### config.mk
export PLATFORM = sky130hd
export DESIGN_NAME = vid_switch_shadow
export DESIGN_NICKNAME = d
export VERILOG_FILES = /design/src/rtl/vss_pkg.sv /design/src/rtl/vss_family_detect.sv /design/src/rtl/vss_switch_decode.sv /design/src/rtl/vss_switch_regs.sv /design/src/rtl/vid_switch_shadow.sv
export SDC_FILE = /design/constraint.sdc
export NUM_CORES = 1
export LEC_CHECK = 0
export CAP_MARGIN = 10
export CORE_MARGIN = 2
export CORE_UTILIZATION = 42
export DETAILED_ROUTE_END_ITERATION = 16
export GPL_ROUTABILITY_DRIVEN = 0
export PLACE_DENSITY_LB_ADDON = 0.3
export SYNTH_ARGS = -nofsm -noshare
export SYNTH_HDL_FRONTEND = slang
export SYNTH_HIERARCHICAL = 1
export SYNTH_SLANG_ARGS = --single-unit
### constraint.sdc
create_clock -name clk -period 2.8 [get_ports clk]
set_clock_uncertainty 0.05 [all_clocks]
set_input_delay 0.28 -clock clk [delete_from_list [all_inputs] [get_ports clk]]
set_output_delay 0.28 -clock clk [all_outputs]
set_load 0.05 [all_outputs]
### src/rtl/vss_pkg.sv
`timescale 1ns/1ps
package vss_pkg;

    typedef enum logic [1:0] {
        FAM_NONE = 2'd0,
        FAM_BASE = 2'd1,
        FAM_EXT  = 2'd2,
        FAM_ADV  = 2'd3
    } fam_e;

    localparam int NFLAG = 12;
    typedef logic [3:0] fidx_t;

    localparam fidx_t F_TEXT    = 4'd0;
    localparam fidx_t F_MIXED   = 4'd1;
    localparam fidx_t F_PAGE2   = 4'd2;
    localparam fidx_t F_HIRES   = 4'd3;
    localparam fidx_t F_STORE80 = 4'd4;
    localparam fidx_t F_AUXWR   = 4'd5;
    localparam fidx_t F_AUXZP   = 4'd6;
    localparam fidx_t F_COL80   = 4'd7;
    localparam fidx_t F_ALTCHR  = 4'd8;
    localparam fidx_t F_DLR     = 4'd9;
    localparam fidx_t F_IODIS   = 4'd10;
    localparam fidx_t F_MONO    = 4'd11;
    localparam fidx_t FIDX_NONE = 4'd15;

    localparam logic [8:0]  WIN_TAG  = 9'h180;
    localparam logic [31:0] SIG_ADV  = 32'hC033_0100;
    localparam logic [31:0] SIG_BASE = 32'h01F9_01FB;
    localparam logic [31:0] SIG_EXT  = 32'h01F5_018B;

    typedef struct packed {
        logic [NFLAG-1:0] set;
        logic [NFLAG-1:0] clr;
        logic             ld_color;
        logic             ld_vmode;
        logic             ld_border;
        logic             ld_shadow;
    } upd_t;

    function automatic logic [31:0] sig_word(input logic [15:0] a, input logic [7:0] d);
        return {a, 6'b0, 1'b0, 1'b1, d};
    endfunction

    function automatic fam_e sig_family(input logic [31:0] w);
        fam_e f;
        case (w)
            SIG_ADV:  f = FAM_ADV;
            SIG_BASE: f = FAM_BASE;
            SIG_EXT:  f = FAM_EXT;
            default:  f = FAM_NONE;
        endcase
        return f;
    endfunction

    function automatic logic fam_is_ext(input fam_e f);
        return (f == FAM_EXT) || (f == FAM_ADV);
    endfunction

    function automatic fidx_t base_flag(input logic [1:0] p);
        fidx_t r;
        case (p)
            2'd0:    r = F_TEXT;
            2'd1:    r = F_MIXED;
            2'd2:    r = F_PAGE2;
            default: r = F_HIRES;
        endcase
        return r;
    endfunction

    function automatic fidx_t ext_pair(input logic [2:0] p);
        fidx_t r;
        case (p)
            3'd0:    r = F_STORE80;
            3'd2:    r = F_AUXWR;
            3'd4:    r = F_AUXZP;
            3'd6:    r = F_COL80;
            3'd7:    r = F_ALTCHR;
            default: r = FIDX_NONE;
        endcase
        return r;
    endfunction

endpackage

### src/rtl/vss_family_detect.sv
`timescale 1ns/1ps
module vss_family_detect
    import vss_pkg::*;
(
    input  logic        clk,
    input  logic        rst,
    input  logic [1:0]  cfg_family,
    input  logic        bus_valid,
    input  logic [15:0] bus_addr,
    input  logic [7:0]  bus_data,
    input  logic        bus_rd,
    output fam_e        fam
);

    fam_e det_q;
    logic auto_mode;
    logic try_detect;

    assign auto_mode  = (cfg_family == 2'd0);
    assign try_detect = auto_mode && (det_q == FAM_NONE) && bus_valid && !bus_rd;

    always_ff @(posedge clk) begin
        if (rst) begin
            det_q <= FAM_NONE;
        end else if (try_detect) begin
            det_q <= sig_family(sig_word(bus_addr, bus_data));
        end
    end

    assign fam = auto_mode ? det_q : fam_e'(cfg_family);

endmodule

### src/rtl/vss_switch_decode.sv
`timescale 1ns/1ps
module vss_switch_decode
    import vss_pkg::*;
(
    input  logic        bus_valid,
    input  logic [15:0] bus_addr,
    input  logic [7:0]  bus_data,
    input  logic        bus_rd,
    input  fam_e        fam,
    output upd_t        upd
);

    logic [6:0] idx;
    logic       hit;
    logic       wr;
    fidx_t      bf;
    fidx_t      pf;

    assign idx = bus_addr[6:0];
    assign hit = bus_valid && (bus_addr[15:7] == WIN_TAG);
    assign wr  = !bus_rd;
    assign bf  = base_flag(idx[2:1]);
    assign pf  = ext_pair(idx[3:1]);

    always_comb begin
        upd = '0;
        if (hit) begin
            // basic display pairs: any access, any family
            if (idx[6:3] == 4'hA) begin
                if (idx[0]) upd.set[bf] = 1'b1;
                else        upd.clr[bf] = 1'b1;
            end
            // write-only memory/column pairs
            if (fam_is_ext(fam) && wr && (idx[6:4] == 3'd0) && (pf != FIDX_NONE)) begin
                if (idx[0]) upd.set[pf] = 1'b1;
                else        upd.clr[pf] = 1'b1;
            end
            // double low-res: any access
            if (fam_is_ext(fam)) begin
                if (idx == 7'h5E) upd.set[F_DLR] = 1'b1;
                if (idx == 7'h5F) upd.clr[F_DLR] = 1'b1;
            end
            // advanced-only register writes
            if ((fam == FAM_ADV) && wr) begin
                case (idx)
                    7'h21: begin
                        if (bus_data[7]) upd.set[F_MONO] = 1'b1;
                        else             upd.clr[F_MONO] = 1'b1;
                    end
                    7'h22:   upd.ld_color  = 1'b1;
                    7'h29:   upd.ld_vmode  = 1'b1;
                    7'h34:   upd.ld_border = 1'b1;
                    7'h35:   upd.ld_shadow = 1'b1;
                    default: ;
                endcase
            end
            // extended-only I/O disable
            if ((fam == FAM_EXT) && wr) begin
                if (idx == 7'h7E) upd.set[F_IODIS] = 1'b1;
                if (idx == 7'h7F) upd.clr[F_IODIS] = 1'b1;
            end
        end
    end

endmodule

### src/rtl/vss_switch_regs.sv
`timescale 1ns/1ps
module vss_switch_regs
    import vss_pkg::*;
#(
    parameter int VIDMODE_W = 8,
    parameter int SHADOW_W  = 7
) (
    input  logic                 clk,
    input  logic                 rst,
    input  upd_t                 upd,
    input  logic [7:0]           bus_data,
    output logic [NFLAG-1:0]     flags,
    output logic [7:0]           color_q,
    output logic [3:0]           border_q,
    output logic [VIDMODE_W-1:0] vmode_q,
    output logic [SHADOW_W-1:0]  shadow_q
);

    for (genvar i = 0; i < NFLAG; i++) begin : g_flag
        always_ff @(posedge clk) begin
            if (rst)             flags[i] <= 1'b0;
            else if (upd.set[i]) flags[i] <= 1'b1;
            else if (upd.clr[i]) flags[i] <= 1'b0;
        end
    end

    always_ff @(posedge clk) begin
        if (rst) begin
            color_q  <= '0;
            border_q <= '0;
            vmode_q  <= '0;
            shadow_q <= '0;
        end else begin
            if (upd.ld_color)  color_q  <= bus_data;
            if (upd.ld_border) border_q <= bus_data[3:0];
            if (upd.ld_vmode)  vmode_q  <= bus_data[VIDMODE_W-1:0];
            if (upd.ld_shadow) shadow_q <= bus_data[SHADOW_W-1:0];
        end
    end

endmodule

### src/rtl/vid_switch_shadow.sv
`timescale 1ns/1ps
module vid_switch_shadow
    import vss_pkg::*;
#(
    parameter int VIDMODE_W = 8,
    parameter int SHADOW_W  = 7
) (
    input  logic                 clk,
    input  logic                 rst,
    input  logic [1:0]           cfg_family,
    input  logic                 bus_valid,
    input  logic [15:0]          bus_addr,
    input  logic [7:0]           bus_data,
    input  logic                 bus_rd,
    output logic [1:0]           family,
    output logic                 text_mode,
    output logic                 mixed_mode,
    output logic                 page2_sel,
    output logic                 hires_mode,
    output logic                 store80,
    output logic                 aux_write,
    output logic                 aux_zpage,
    output logic                 col80,
    output logic                 alt_charset,
    output logic                 dbl_lores,
    output logic                 io_disable,
    output logic                 mono,
    output logic [7:0]           text_color,
    output logic [3:0]           border_color,
    output logic [VIDMODE_W-1:0] video_mode,
    output logic [SHADOW_W-1:0]  shadow_ctl
);

    fam_e             fam;
    upd_t             upd;
    logic [NFLAG-1:0] flags;

    vss_family_detect u_detect (
        .clk        (clk),
        .rst        (rst),
        .cfg_family (cfg_family),
        .bus_valid  (bus_valid),
        .bus_addr   (bus_addr),
        .bus_data   (bus_data),
        .bus_rd     (bus_rd),
        .fam        (fam)
    );

    vss_switch_decode u_decode (
        .bus_valid (bus_valid),
        .bus_addr  (bus_addr),
        .bus_data  (bus_data),
        .bus_rd    (bus_rd),
        .fam       (fam),
        .upd       (upd)
    );

    vss_switch_regs #(
        .VIDMODE_W (VIDMODE_W),
        .SHADOW_W  (SHADOW_W)
    ) u_regs (
        .clk      (clk),
        .rst      (rst),
        .upd      (upd),
        .bus_data (bus_data),
        .flags    (flags),
        .color_q  (text_color),
        .border_q (border_color),
        .vmode_q  (video_mode),
        .shadow_q (shadow_ctl)
    );

    assign family      = fam;
    assign text_mode   = flags[F_TEXT];
    assign mixed_mode  = flags[F_MIXED];
    assign page2_sel   = flags[F_PAGE2];
    assign hires_mode  = flags[F_HIRES];
    assign store80     = flags[F_STORE80];
    assign aux_write   = flags[F_AUXWR];
    assign aux_zpage   = flags[F_AUXZP];
    assign col80       = flags[F_COL80];
    assign alt_charset = flags[F_ALTCHR];
    assign dbl_lores   = flags[F_DLR];
    assign io_disable  = flags[F_IODIS];
    assign mono        = flags[F_MONO];

endmodule

Word level (Yosys, flattened, before mapping)

Index checks and enable logic that the tools add are counted.

Bitwise logic cells: 2
Equal/unequal tests: 23
$lt $le $gt $ge: 4
Mux-type cells: 59
Reductions and logical operators: 30

Operators with widths:

| kind                                                | number |
|---|---|
| 2-to-1 mux 24 bit                                   | 3 |
| == test 24 x 17 -> 1 bit, second input constant     | 2 |
| 2-to-1 mux 12 bit                                   | 4 |
| 2-to-1 mux 1 bit                                    | 44 |
| == test 7 x 6 -> 1 bit, second input constant       | 5 |
| == test 7 bit, second input constant                | 4 |
| 2-to-1 mux 28 bit                                   | 1 |
| == test 24 bit, second input constant               | 1 |
| bitwise OR 12 bit                                   | 2 |
| nonzero test 2 bit                                  | 12 |
| one-hot mux 4 bit (5 select lines)                  | 1 |
| one-hot mux 2 bit (3 select lines)                  | 2 |
| logical AND 1 bit                                   | 11 |
| == test 3 bit, second input constant                | 3 |
| == test 9 bit, second input constant                | 1 |
| demux 1 bit (select 4 bit)                          | 2 |
| == test 2 bit, second input constant                | 3 |
| zero test 2 bit                                     | 3 |
| zero test 3 bit                                     | 2 |
| < comparator 2 x 5 -> 1 bit, second input constant  | 1 |
| < comparator 4 x 5 -> 1 bit, second input constant  | 1 |
| == test 4 bit, second input constant                | 1 |
| >= comparator 4 x 1 -> 1 bit, second input constant | 1 |
| 2-to-1 mux 4 bit                                    | 1 |
| other kinds (7)                                     | 7 |

Output and inout bits: 41
Input bits: 30
Register bits after elaboration: 41
Logic and storage cells: 135

Longest topological paths before layout

Depth in word-level cells: 18
Mapped depth: 8
Depth with buffers taken out: 7

Hierarchy

Netlist, hierarchy kept.

Modules (own cells, without submodules):

| module            | cells an instance | instances | seq. area each (um2) | area an instance (um2) |
|---|---|---|---|---|
| vss_switch_regs   | 137               | 1         | 780.7                | 1425.1 |
| vss_switch_decode | 69                | 1         | 0.0                  | 455.4 |
| vss_family_detect | 29                | 1         | 40.0                 | 219.0 |

Worst setup path after synthesis

No wires, ideal clock.

Path kind: register to register
Start point: register u_detect.det_q[1]
End point: register u_regs.vmode_q[0]
Slack: -0.149 ns
Path buffers: 1
Required time: 2.635 ns
Cell stages (with the launch flop): 9
Data arrival time: 2.783 ns
Clock period less this slack: 2.949 ns
Setup time: 0.115 ns
Cells stage by stage: dfxtp_1 > inv_1 > o21ai_0 > nor4b_1 > nand3_1 > nor2_1 > buf_6 > mux2i_1 > nor2_2

RTL lines:

| item                   | RTL line                | RTL |
|---|---|---|
| from (decl)            | vss_family_detect.sv:15 | `fam_e det_q;` |
| from (signal assigned) | vss_family_detect.sv:26 | `det_q <= sig_family(sig_word(bus_addr, bus_data));` |
| to (signal assigned)   | vss_switch_regs.sv:36   | `if (upd.ld_vmode) vmode_q <= bus_data[VIDMODE_W-1:0];` |
| to (decl)              | vss_switch_regs.sv:15   | `output logic [VIDMODE_W-1:0] vmode_q,` |

==> impl_results.md <==
- Status: finished, final reports clean
- Post-CTS setup buffer count: 0
- Routed Antenna Nets: 0
- Slew headroom: 64.8%
- CTS Hold Buffers Added: 0
- Vias in the first global route: 1856
- Crit. End Element: flip-flop
- Worst Hold Class: reg2reg
- Synth Instances: 235
- Unrepaired setup endpoints after global routing: false
- Overall routed net length: 5520 um
- Die W: 74.7 um
- CTS tree: built
- Primary FF master, synth: dfxtp_1
- YS warnings: 6
- Final setup TNS: 0 ns
- Clock Tree Buf Depth: 2
- Post-synth top area share: 39.1%
- Die area: 0.00558 sq mm
- Most common cell after layout, fill and taps aside: clkdlybuf4s50_1
- Clock latency on the worst-skew pair: 0.30 ns
- Post-synthesis sequential area ratio: 39.1%
- Fin nets: 340
- Post-CTS sizing: 0
- DP HPWL: 3980 um
- Ratio of cells with drive above 1 in the final layout: 11.6%
- Number of detailed-route iterations in the first pass: 5
- Syn Nets: 265
- Crit-path leading delay family: simple AND/OR/NAND/NOR gates
- Leak Pwr: 0.000924 uW
- Num CTS Buffers: 5
- CTS sink cnt: 41
- Pwr dens: 400 mW/mm^2
- Initial antenna violation count: 0
- Synth area leader: dfxtp_1
- Crit path kind: in2reg
- First-pass GRT wire length: 8590 um
- CP Cell Sequence: clkdlybuf4s50_1, o21ai_1, nor4b_1, nand3_1, nor2_1, buf_4, mux2i_1, nor2_2
- Initial drt markers: 123
- Final Setup Violations: 0
- Pins Over Slew Limit: 0
- Routed length per instance: 14.6 um
- Worst Path Max Fanout: 8
- Vias after detailed routing: 1968
- Maximum VDD drop: 0.000279 V
- Number of flops mapped to enable cells by yosys: 0
- # H-tree levels: 2
- Synthesis-stage register bit count: 41
- Fmax achieved: 441 MHz
- Data arrival, critical path: 2.39 ns
- Total grt overflow: 0
- Max cap viols: 0
- Synth top area cells: dfxtp_1, mux2i_1, nand2b_1, nor2_1, nor4_1
- Avg Synthesized Cell Area: 8.93 sq um
- Slowest CP cell: clkdlybuf4s50_1
- Non-Filler Instances: 378
- Slew @ Worst Pin: 0.527 ns
- P&R area growth vs syn: 42.5%
- Starting Density: 43.9%
- Synthesized area: 0.00210 sq mm
- Most frequent cells in the layout: clkdlybuf4s50_1, dfxtp_1, nor2_1, mux2i_1, nand2b_1
- Ports: 71
- Netlist cell types: 40
- Gr usage total: 20.4%
- Worst stage delay on the critical path: 0.44 ns
- Crit share post-route: 80.9%
- Diode count: 0
- CTS clk-pin slew, worst paths: 0.08 ns
- Die span in y: 74.7 um
- Fin. Hold Viols: 0
- Crit path required time: 2.93 ns
- Row count: 25
- Startpoint types: input pin
- Via/cell ratio: 5.21
- Port Buf Inserts: 70
- Buffers & Inverters on Critical Path: 2
- Post-route minimum period: 2.27 ns
- Largest net degree at the start of global routing: 42
- Post-Place Cells: 370
- Ys async rst share: 0%
- Core ar.: 0.00479 sq mm
- Root cell of the clock tree: clkbuf_8
- DRC: 0
[cell type report]
cell class	instances	area [sq um]
Fill cell	436	1790
Multi-Input combinational cell	164	1130
Sequential cell	41	821
Timing Repair Buffer	81	783
Tap cell	67	83.8
Clock buffer	6	72.6
Inverter	17	63.8
Clock inverter	2	38.8
[sequential cells by signal, summed over array words and instances, names as in the netlist]
signal and cells:
u_regs/flags 12, u_regs/color_q 8, u_detect/det_q 2, u_regs/border_q 4
u_regs/shadow_q 7, u_regs/vmode_q 8
[cell usage after synthesis (2+ instances only)]
library cell,number
a21oi_1,13
buf_2,2
buf_6,4
clkbuf_1,5
dfxtp_1,41
inv_1,17
mux2i_1,27
nand2_1,6
nand2b_1,18
nand3_1,2
nand3b_1,3
nand4_1,6
nand4b_1,3
nor2_1,30
nor2_2,10
nor3_1,9
nor4_1,11
nor4b_1,5
nor4bb_1,2
[per-stage QoR]
step           setup WS (ns)  power, uW  hold slack (ns)  utilization [%]  area (sq um)
3_5_place_dp           0.322        724            0.412             60.2          2880
3_3_place_gp           0.389        724            0.408             60.2          2880
6_report               0.534       1200            0.422             62.5          2990
4_1_cts                0.569       1200            0.423             62.5          2990
5_1_grt                0.351       1230            0.437             62.5          2990
2_1_floorplan          0.316        647            0.334                -          2100
[worst reg2reg max path, delay by kind of cell (launching register included)]
kind | cells | cell delay [ns]
simple gates | 4 | 0.91
flops | 1 | 0.34
compound gates | 1 | 0.30
buf+inv | 2 | 0.26
mux | 1 | 0.26
[path summary, 6_finish.rpt]
kind	to	from	cells after the start	slack, ns
setup reg to reg	u_regs/vmode_q[0]	u_detect/det_q[1]	8	0.57
hold / removal	u_regs/flags[4]	u_regs/flags[4]	2	0.42
hold reg to reg	u_regs/flags[4]	u_regs/flags[4]	2	0.42
setup / recovery	u_regs/vmode_q[0]	cfg_family[0]	8	0.53
[kinds of logic after synthesis]
logic type	synth area share (%)
AOI/OAI and AO/OA	4.83
buffers and inverters	7.15
DFF	39.1
muxes	12.9
and+or+nand+nor	36.1
[power by group]
group / switching, uW / internal, uW
Combinational: 69.9 / 59.6
Clock: 216 / 268
Sequential: 0.000933 / 582
[metal layers]
metal | vias to the layer above | track usage, % | wire (um)
met3 | 7 | 6.02 | 455
met1 | 920 | 26.0 | 2430
met2 | 73 | 32.4 | 2570
met4 | 0 | 8.53 | 67
met5 | - | 0 | 0
li1 | 968 | - | -
Note: power is estimated with default switching activity, not from simulation.
